[src/rtl/spi_presc_pkg.sv]
package spi_presc_pkg;

    localparam int DIV_W  = 8;
    localparam int HALF_W = DIV_W - 1;

    typedef struct packed {
        logic [DIV_W-1:0]  pre;
        logic [HALF_W-1:0] half;
    } presc_cfg_t;

    typedef enum logic [1:0] {
        EDGE_NONE = 2'b00,
        EDGE_RISE = 2'b01,
        EDGE_FALL = 2'b10
    } edge_kind_t;

    // Half-period tick count from the post divisor: bit 0 dropped, zero lifted to one.
    function automatic logic [HALF_W-1:0] half_of(input logic [DIV_W-1:0] post);
        logic [HALF_W-1:0] h;
        h = post[DIV_W-1:1];
        if (h == '0) h = HALF_W'(1);
        return h;
    endfunction

    localparam presc_cfg_t CFG_RESET = '{pre: '0, half: HALF_W'(1)};

endpackage

[src/rtl/spi_presc_cfg.sv]
module spi_presc_cfg
    import spi_presc_pkg::*;
(
    input  logic             clk,
    input  logic             rst,
    input  logic             load_i,
    input  logic             run_i,
    input  logic [DIV_W-1:0] pre_i,
    input  logic [DIV_W-1:0] post_i,
    output presc_cfg_t       cfg_o
);

    presc_cfg_t cfg_q;

    always_ff @(posedge clk) begin
        if (rst) begin
            cfg_q <= CFG_RESET;
        end else if (load_i && !run_i) begin
            cfg_q <= '{pre: pre_i, half: half_of(post_i)};
        end
    end

    assign cfg_o = cfg_q;


    cfg_half_nonzero_chk: assert property (@(posedge clk) disable iff (rst)
        cfg_q.half != '0);


    cfg_frozen_chk: assert property (@(posedge clk) disable iff (rst)
        run_i |=> $stable(cfg_q));

endmodule

[src/rtl/spi_presc_tick.sv]
module spi_presc_tick
    import spi_presc_pkg::*;
(
    input  logic             clk,
    input  logic             rst,
    input  logic             run_i,
    input  logic [DIV_W-1:0] pre_i,
    output logic             tick_o
);

    logic [DIV_W-1:0] cnt_q;
    logic             wrap;

    assign wrap   = (cnt_q == pre_i);
    assign tick_o = run_i && wrap;

    always_ff @(posedge clk) begin
        if (rst || !run_i) begin
            cnt_q <= '0;
        end else if (wrap) begin
            cnt_q <= '0;
        end else begin
            cnt_q <= cnt_q + DIV_W'(1);
        end
    end


    tick_bound_chk: assert property (@(posedge clk) disable iff (rst)
        run_i |-> (cnt_q <= pre_i));

endmodule

[src/rtl/spi_presc_sclk.sv]
module spi_presc_sclk
    import spi_presc_pkg::*;
(
    input  logic              clk,
    input  logic              rst,
    input  logic              en_i,
    input  logic              tick_i,
    input  logic [HALF_W-1:0] half_i,
    output logic              run_o,
    output logic              sclk_o,
    output logic              rise_o,
    output logic              fall_o
);

    logic [HALF_W-1:0] cnt_q;
    logic              run_q;
    logic              sclk_q;
    edge_kind_t        edge_q;
    logic              flip;

    assign flip = tick_i && (cnt_q == half_i - HALF_W'(1));

    always_ff @(posedge clk) begin
        if (rst) begin
            cnt_q  <= '0;
            run_q  <= 1'b0;
            sclk_q <= 1'b0;
            edge_q <= EDGE_NONE;
        end else begin
            edge_q <= EDGE_NONE;
            if (!run_q) begin
                cnt_q <= '0;
                if (en_i) run_q <= 1'b1;
            end else if (tick_i) begin
                if (flip) begin
                    cnt_q  <= '0;
                    sclk_q <= !sclk_q;
                    if (!sclk_q) begin
                        edge_q <= EDGE_RISE;
                    end else begin
                        edge_q <= EDGE_FALL;
                        if (!en_i) run_q <= 1'b0;
                    end
                end else begin
                    cnt_q <= cnt_q + HALF_W'(1);
                end
            end
        end
    end

    assign run_o  = run_q;
    assign sclk_o = sclk_q;
    assign rise_o = (edge_q == EDGE_RISE);
    assign fall_o = (edge_q == EDGE_FALL);


    rise_one_cycle_chk: assert property (@(posedge clk) disable iff (rst)
        rise_o |=> !rise_o);


    fall_one_cycle_chk: assert property (@(posedge clk) disable iff (rst)
        fall_o |=> !fall_o);


    edges_exclusive_chk: assert property (@(posedge clk) disable iff (rst)
        !(rise_o && fall_o));


    rise_level_chk: assert property (@(posedge clk) disable iff (rst)
        rise_o |-> sclk_o);


    fall_level_chk: assert property (@(posedge clk) disable iff (rst)
        fall_o |-> !sclk_o);


    idle_low_chk: assert property (@(posedge clk) disable iff (rst)
        !run_o |-> !sclk_o);


    hold_between_ticks_chk: assert property (@(posedge clk) disable iff (rst)
        (run_o && !tick_i) |=> $stable(sclk_o));

endmodule

[src/rtl/spi_sclk_prescaler.sv]
module spi_sclk_prescaler
    import spi_presc_pkg::*;
(
    input  logic             clk,
    input  logic             rst,
    input  logic             en_i,
    input  logic [DIV_W-1:0] pre_div_i,
    input  logic [DIV_W-1:0] post_div_i,
    input  logic             load_i,
    output logic             sclk_o,
    output logic             rise_o,
    output logic             fall_o,
    output logic             busy_o
);

    presc_cfg_t cfg;
    logic       run;
    logic       tick;

    spi_presc_cfg u_cfg (
        .clk    (clk),
        .rst    (rst),
        .load_i (load_i),
        .run_i  (run),
        .pre_i  (pre_div_i),
        .post_i (post_div_i),
        .cfg_o  (cfg)
    );

    spi_presc_tick u_tick (
        .clk    (clk),
        .rst    (rst),
        .run_i  (run),
        .pre_i  (cfg.pre),
        .tick_o (tick)
    );

    spi_presc_sclk u_sclk (
        .clk    (clk),
        .rst    (rst),
        .en_i   (en_i),
        .tick_i (tick),
        .half_i (cfg.half),
        .run_o  (run),
        .sclk_o (sclk_o),
        .rise_o (rise_o),
        .fall_o (fall_o)
    );

    assign busy_o = run;


    busy_start_chk: assert property (@(posedge clk) disable iff (rst)
        (!busy_o && en_i) |=> busy_o);


    busy_end_chk: assert property (@(posedge clk) disable iff (rst)
        $fell(busy_o) |-> fall_o);

endmodule

[config.mk]
export PLATFORM = sky130hd
export DESIGN_NAME = spi_sclk_prescaler
export DESIGN_NICKNAME = d
export VERILOG_FILES = /design/src/rtl/spi_presc_pkg.sv /design/src/rtl/spi_presc_cfg.sv /design/src/rtl/spi_presc_tick.sv /design/src/rtl/spi_presc_sclk.sv /design/src/rtl/spi_sclk_prescaler.sv
export SDC_FILE = /design/constraint.sdc
export NUM_CORES = 1
export LEC_CHECK = 0
export BUFFER_PORTS_ARGS = -buffer_cell sky130_fd_sc_hd__buf_2
export CAP_MARGIN = 0
export CELL_PAD_IN_SITES_DETAIL_PLACEMENT = 0
export CELL_PAD_IN_SITES_GLOBAL_PLACEMENT = 2
export CORE_MARGIN = 2
export CORE_UTILIZATION = 35
export CTS_CLUSTER_SIZE = 16
export DETAILED_ROUTE_END_ITERATION = 6
export GPL_TIMING_DRIVEN = 0
export PLACE_DENSITY = 0.82
export SLEW_MARGIN = 5
export SYNTH_ARGS = -nofsm -noshare
export SYNTH_HDL_FRONTEND = slang
export SYNTH_SLANG_ARGS = --single-unit
[constraint.sdc]
create_clock -name clk -period 6.9 [get_ports clk]
set_clock_uncertainty 0.05 [all_clocks]
set_input_delay 0.69 -clock clk [delete_from_list [all_inputs] [get_ports clk]]
set_output_delay 0.69 -clock clk [all_outputs]
set_load 0.01 [all_outputs]
; After elaboration in Yosys (flattened, before gate mapping)
; Cells that the tools add are included.
[totals]
word_cells = 36
input_bits = 20
ff_bits = 34
[classes]
eq_ne = 4
reduce_logical = 11
addsub = 3
mux = 8
n_bitwise = 3
[op_table]
columns = cell, count
row1 = two-way mux 7 bit, 2
row2 = "adder 8 x 1 -> 8 bit, second input constant", 1
row3 = == test 8 bit, 1
row4 = "adder 7 x 1 -> 7 bit, second input constant", 1
row5 = == test 7 bit, 1
row6 = logical NOT 7 bit, 1
row7 = "subtractor 7 x 1 -> 7 bit, second input constant", 1
row8 = two-way mux 1 bit, 5
row9 = OR reduction 2 bit, 2
row10 = OR reduction 4 bit, 1
row11 = logical AND 1 bit, 3
row12 = inverter 1 bit, 3
row13 = AND reduction 3 bit, 1
row14 = "== test 2 x 1 -> 1 bit, second input constant", 1
row15 = "== test 2 bit, second input constant", 1
row16 = logical NOT 1 bit, 2
row17 = two-way mux 2 bit, 1
row18 = logical OR 1 bit, 1

; Depth between registers and ports, before layout
[depth]
word_depth = 6
depth_mapped = 7
ltp_nobuf = 7

; Modules after synthesis
; A second synthesis with hierarchy kept.
[hier_totals]
hier_cells = 194
area_unflattened_um2 = 1727.9
[by_module_without_submodules]
columns = mod, area_per_inst_um2, cells_each, instances, seq_area_each_um2
row1 = spi_presc_sclk, 704.4, 78, 1, 220.2
row2 = spi_presc_cfg, 546.8, 69, 1, 300.3
row3 = spi_presc_tick, 476.7, 47, 1, 160.2

; Worst setup path before layout
; OpenSTA, ideal clock, no wires.
[synth_timing]
path_type = reg-to-reg
from = register u_cfg.cfg_q (netlist bit u_cfg.cfg_o[0])
to = register u_sclk.cnt_q[0]
path_stages_with_launch = 8
n_path_buf = 0
slack_ns = 4.530
setup_time_ns = 0.137
required_time_ns = 6.713
t_arrival_ns = 2.183
synth_period_minus_slack_ns = 2.370
cell_sequence = dfxtp_1 inv_1 ha_1 or3b_1 or4_4 a2111oi_1 a41o_2 o22ai_1
[synth_between]
elab_chain_len = 4
[synth_rtl]
columns = item, line_no
row1 = from (decl), spi_presc_cfg.sv:13  ; presc_cfg_t cfg_q;
row2 = from (signal assigned), spi_presc_cfg.sv:19  ; cfg_q <= '{pre: pre_i, half: half_of(post_i)};
row3 = subtractor 7 x 1 -> 7 bit, spi_presc_sclk.sv:21  ; assign flip = tick_i && (cnt_q == half_i - HALF_W'(1));
row4 = == test 7 bit, spi_presc_sclk.sv:21
row5 = logical AND 1 bit, spi_presc_sclk.sv:21
row6 = two-way mux 7 bit, spi_presc_sclk.sv:35  ; if (flip) begin
row7 = to (signal assigned), spi_presc_sclk.sv:45  ; cnt_q <= cnt_q + HALF_W'(1);
row8 = to (decl), spi_presc_sclk.sv:15  ; logic [HALF_W-1:0] cnt_q;
; No other way between the ends.
; A chain may end at the register's enable or synchronous reset.

; Worst setup path in the final report
; Same ends and word-level chain as after synthesis.

==> metrics.txt <==
Crit-path slowest cell or4_4; initial antenna violation count 0; peak supply drop 0.0000906 V; H-tree Lvls 2; number of cells on the worst hold path 2; Hold Buf Count CTS 0; worst hold path type reg -> reg; arrival time at the worst endpoint 2670 ps; Syn-to-layout area delta 16.4%; CP cell instances inv_1 > ha_1 > or3b_1 > or4_4 > a2111oi_1 > a41o_2 > o22ai_1; Gate Count Post-Synth 196; post-layout min period 2570 ps; die area 0.00519 mm²; GRT busiest layer met2; WS Path Type reg -> reg; final hold viol count 0; Pwr per Cell Area 216 mW/mm²; drt via density 5.05; clock tree from TritonCTS done; Worst-path clk slew 70 ps; leading cell types in the layout, fill and taps excluded nand2_1, dfxtp_1, buf_2, xnor2_1, nor2_1; Worst Tran Pin Value 705 ps; placed insts 270; commonest non-fill, non-tap cell in the layout nand2_1; fin area 0.00189 mm²; post-synthesis sequential area ratio 42.0%; hold_ws 424 ps; # diodes 0; total wire length 3.39 mm; via count 1,404; wire per inst 12.2 µm; critical path peak fanout 7; met1 Resource Use GR 16.9%; Resize count post-CTS 0; crit end category flop; Skew-Pair Late Insertion Delay 280 ps; Die Ht 72.1 µm; Final nets 248; drt drc 0; DP Area 0.00180 mm²; crit path setup slack, layout 4330 ps; detailed-router iteration count before antenna repair 4; vias in the first global route 1,374; hpwl dp 2.66 mm; Syn Nets 219; first-pass GRT wire length 5.89 mm; Slew Limit Headroom 52.7%; Root Buffer clkbuf_8; pre-CTS WS 4320 ps; post-route setup TNS 0 ps; final RePlAce weighted congestion 0.740; max frequency 389 MHz; Final Util 42.8%; register bit count reported by yosys 34; boundary pin count 24; synth unique cells 33; Setup Buffers After CTS 0; Port Buffer Count 22; WP data required 6990 ps; post-route ant nets 0; Final Cycle Share 37.3%; Leak 0.715 nW; Initial DRC Count 45; largest net degree at the start of global routing 11; met3 GRT Util 3.33%; Clock Sinks 34; Synth Area per Inst 8.27 µm²; Worst setup SP type flop; CORE AREA 0.00441 mm²; DIE WIDTH 72.1 µm; endpoints failing setup 0; post-synth top area cell dfxtp_1; top cells by area, synth dfxtp_1, xnor2_1, nand2_1; Filler cells 455; outcome finished clean; Power Total 408 µW; synth warn 0; Tot GR Track Use 14.5%; CTS buffer count 5; share of post-route cells with drive strength above 1 15.0%; post-route insts no fill 278; GR Util met2 25.3%; Register-to-Register Path Depth 7; GRT overflow 0; Yosys top cell area share 42.0%; Initial Util 36.7%; Max clock buf depth 2; slowest stage delay, CP 500 ps; Slew Limit Fails 0; row count 24; max cap viols 0; RSZ-0062 raised after global routing no; Post-Syn Area 0.00162 mm²
## metal layers
metal | vias to the layer above | wire length, µm
li1 | 727 | -
met1 | 659 | 1580
met2 | 13 | 1680
met3 | 5 | 72
met4 | 0 | 55
met5 | - | 0
## report_power, final
group / internal [mW] / total, mW / switching (mW)
combinational: 0.0200 / 0.0468 / 0.0268
clock: 0.0805 / 0.151 / 0.0707
sequential: 0.203 / 0.210 / 0.00695
## sequential cells by signal, indices dropped and copies added, names as in the netlist
signal         flops
u_sclk.sclk_o      1
u_cfg.cfg_o       15
u_sclk.edge_q      2
u_sclk.cnt_q       7
u_tick.cnt_q       8
u_sclk.run_o       1
## worst max-delay path: cells and delay by family (launching register included)
| family | cells | cell delay [ps] |
|---|---|---|
| simple gates | 2 | 910 |
| flops | 1 | 350 |
| fa+ha+maj | 1 | 210 |
| compound gates | 3 | 840 |
| buf+inv | 1 | 70 |
## kinds of logic (layout without fill, tap and decap cells)
logic type	after synthesis	count (layout)	synth area share [%]
multiplexers	1	1	0.694
XOR/XNOR	27	27	14.6
buffers and inverters	13	43	3.01
AO/OA/AOI/OAI	27	27	10.5
flip-flops	34	34	42.0
AND/OR/NAND/NOR	91	91	26.9
adder cells (fa/ha/maj)	3	3	2.32
## path summary, 6_finish.rpt
| check | slack [ps] | endpoint | startpoint |
|---|---|---|---|
| max | 4330 | u_sclk.cnt_q[0]$_SDFFE_PP0N_ | u_cfg.cfg_o[0]$_SDFFE_PP1P_ |
| max reg2reg | 4330 | u_sclk.cnt_q[0]$_SDFFE_PP0N_ | u_cfg.cfg_o[0]$_SDFFE_PP1P_ |
| min reg2reg | 420 | u_cfg.cfg_o[8]$_SDFFE_PP0P_ | u_cfg.cfg_o[8]$_SDFFE_PP0P_ |
| min | 420 | u_cfg.cfg_o[8]$_SDFFE_PP0P_ | u_cfg.cfg_o[8]$_SDFFE_PP0P_ |
## cell usage after synthesis
cell and count:
a41o_2 1, nor3_1 8, or3b_2 1, o31ai_1 1, nand2b_1 1, nor3b_1 1
o21ai_1 1, clkbuf_1 5, ha_1 3, nor2_1 17, nor2b_1 4, or3b_1 1
inv_1 8, nand3_1 6, a311oi_1 1, nor4_1 3, o2bb2ai_1 1, xor2_1 7
and3_1 3, nand4_1 5, nand2_1 36, o22ai_1 3, xnor2_1 20, a2111oi_1 1
a22oi_1 1, mux2_2 1, or4_1 2, dfxtp_1 34, and4_1 1, and3_2 1
or4_4 1, o21bai_1 3, a21oi_1 14
## final cells by class
class / count / area [µm²] / share of cell area (%)
multi-input combinational: 149 / 892 / 47.2
sequential: 34 / 681 / 36.1
timing repair buffer: 22 / 110 / 5.83
clock buffer: 7 / 86.3 / 4.57
tap: 52 / 65.1 / 3.45
inverter: 8 / 30.0 / 1.59
buffer: 5 / 18.8 / 0.994
clock inverter: 1 / 5.00 / 0.265
(Power assumes the default switching activity.)
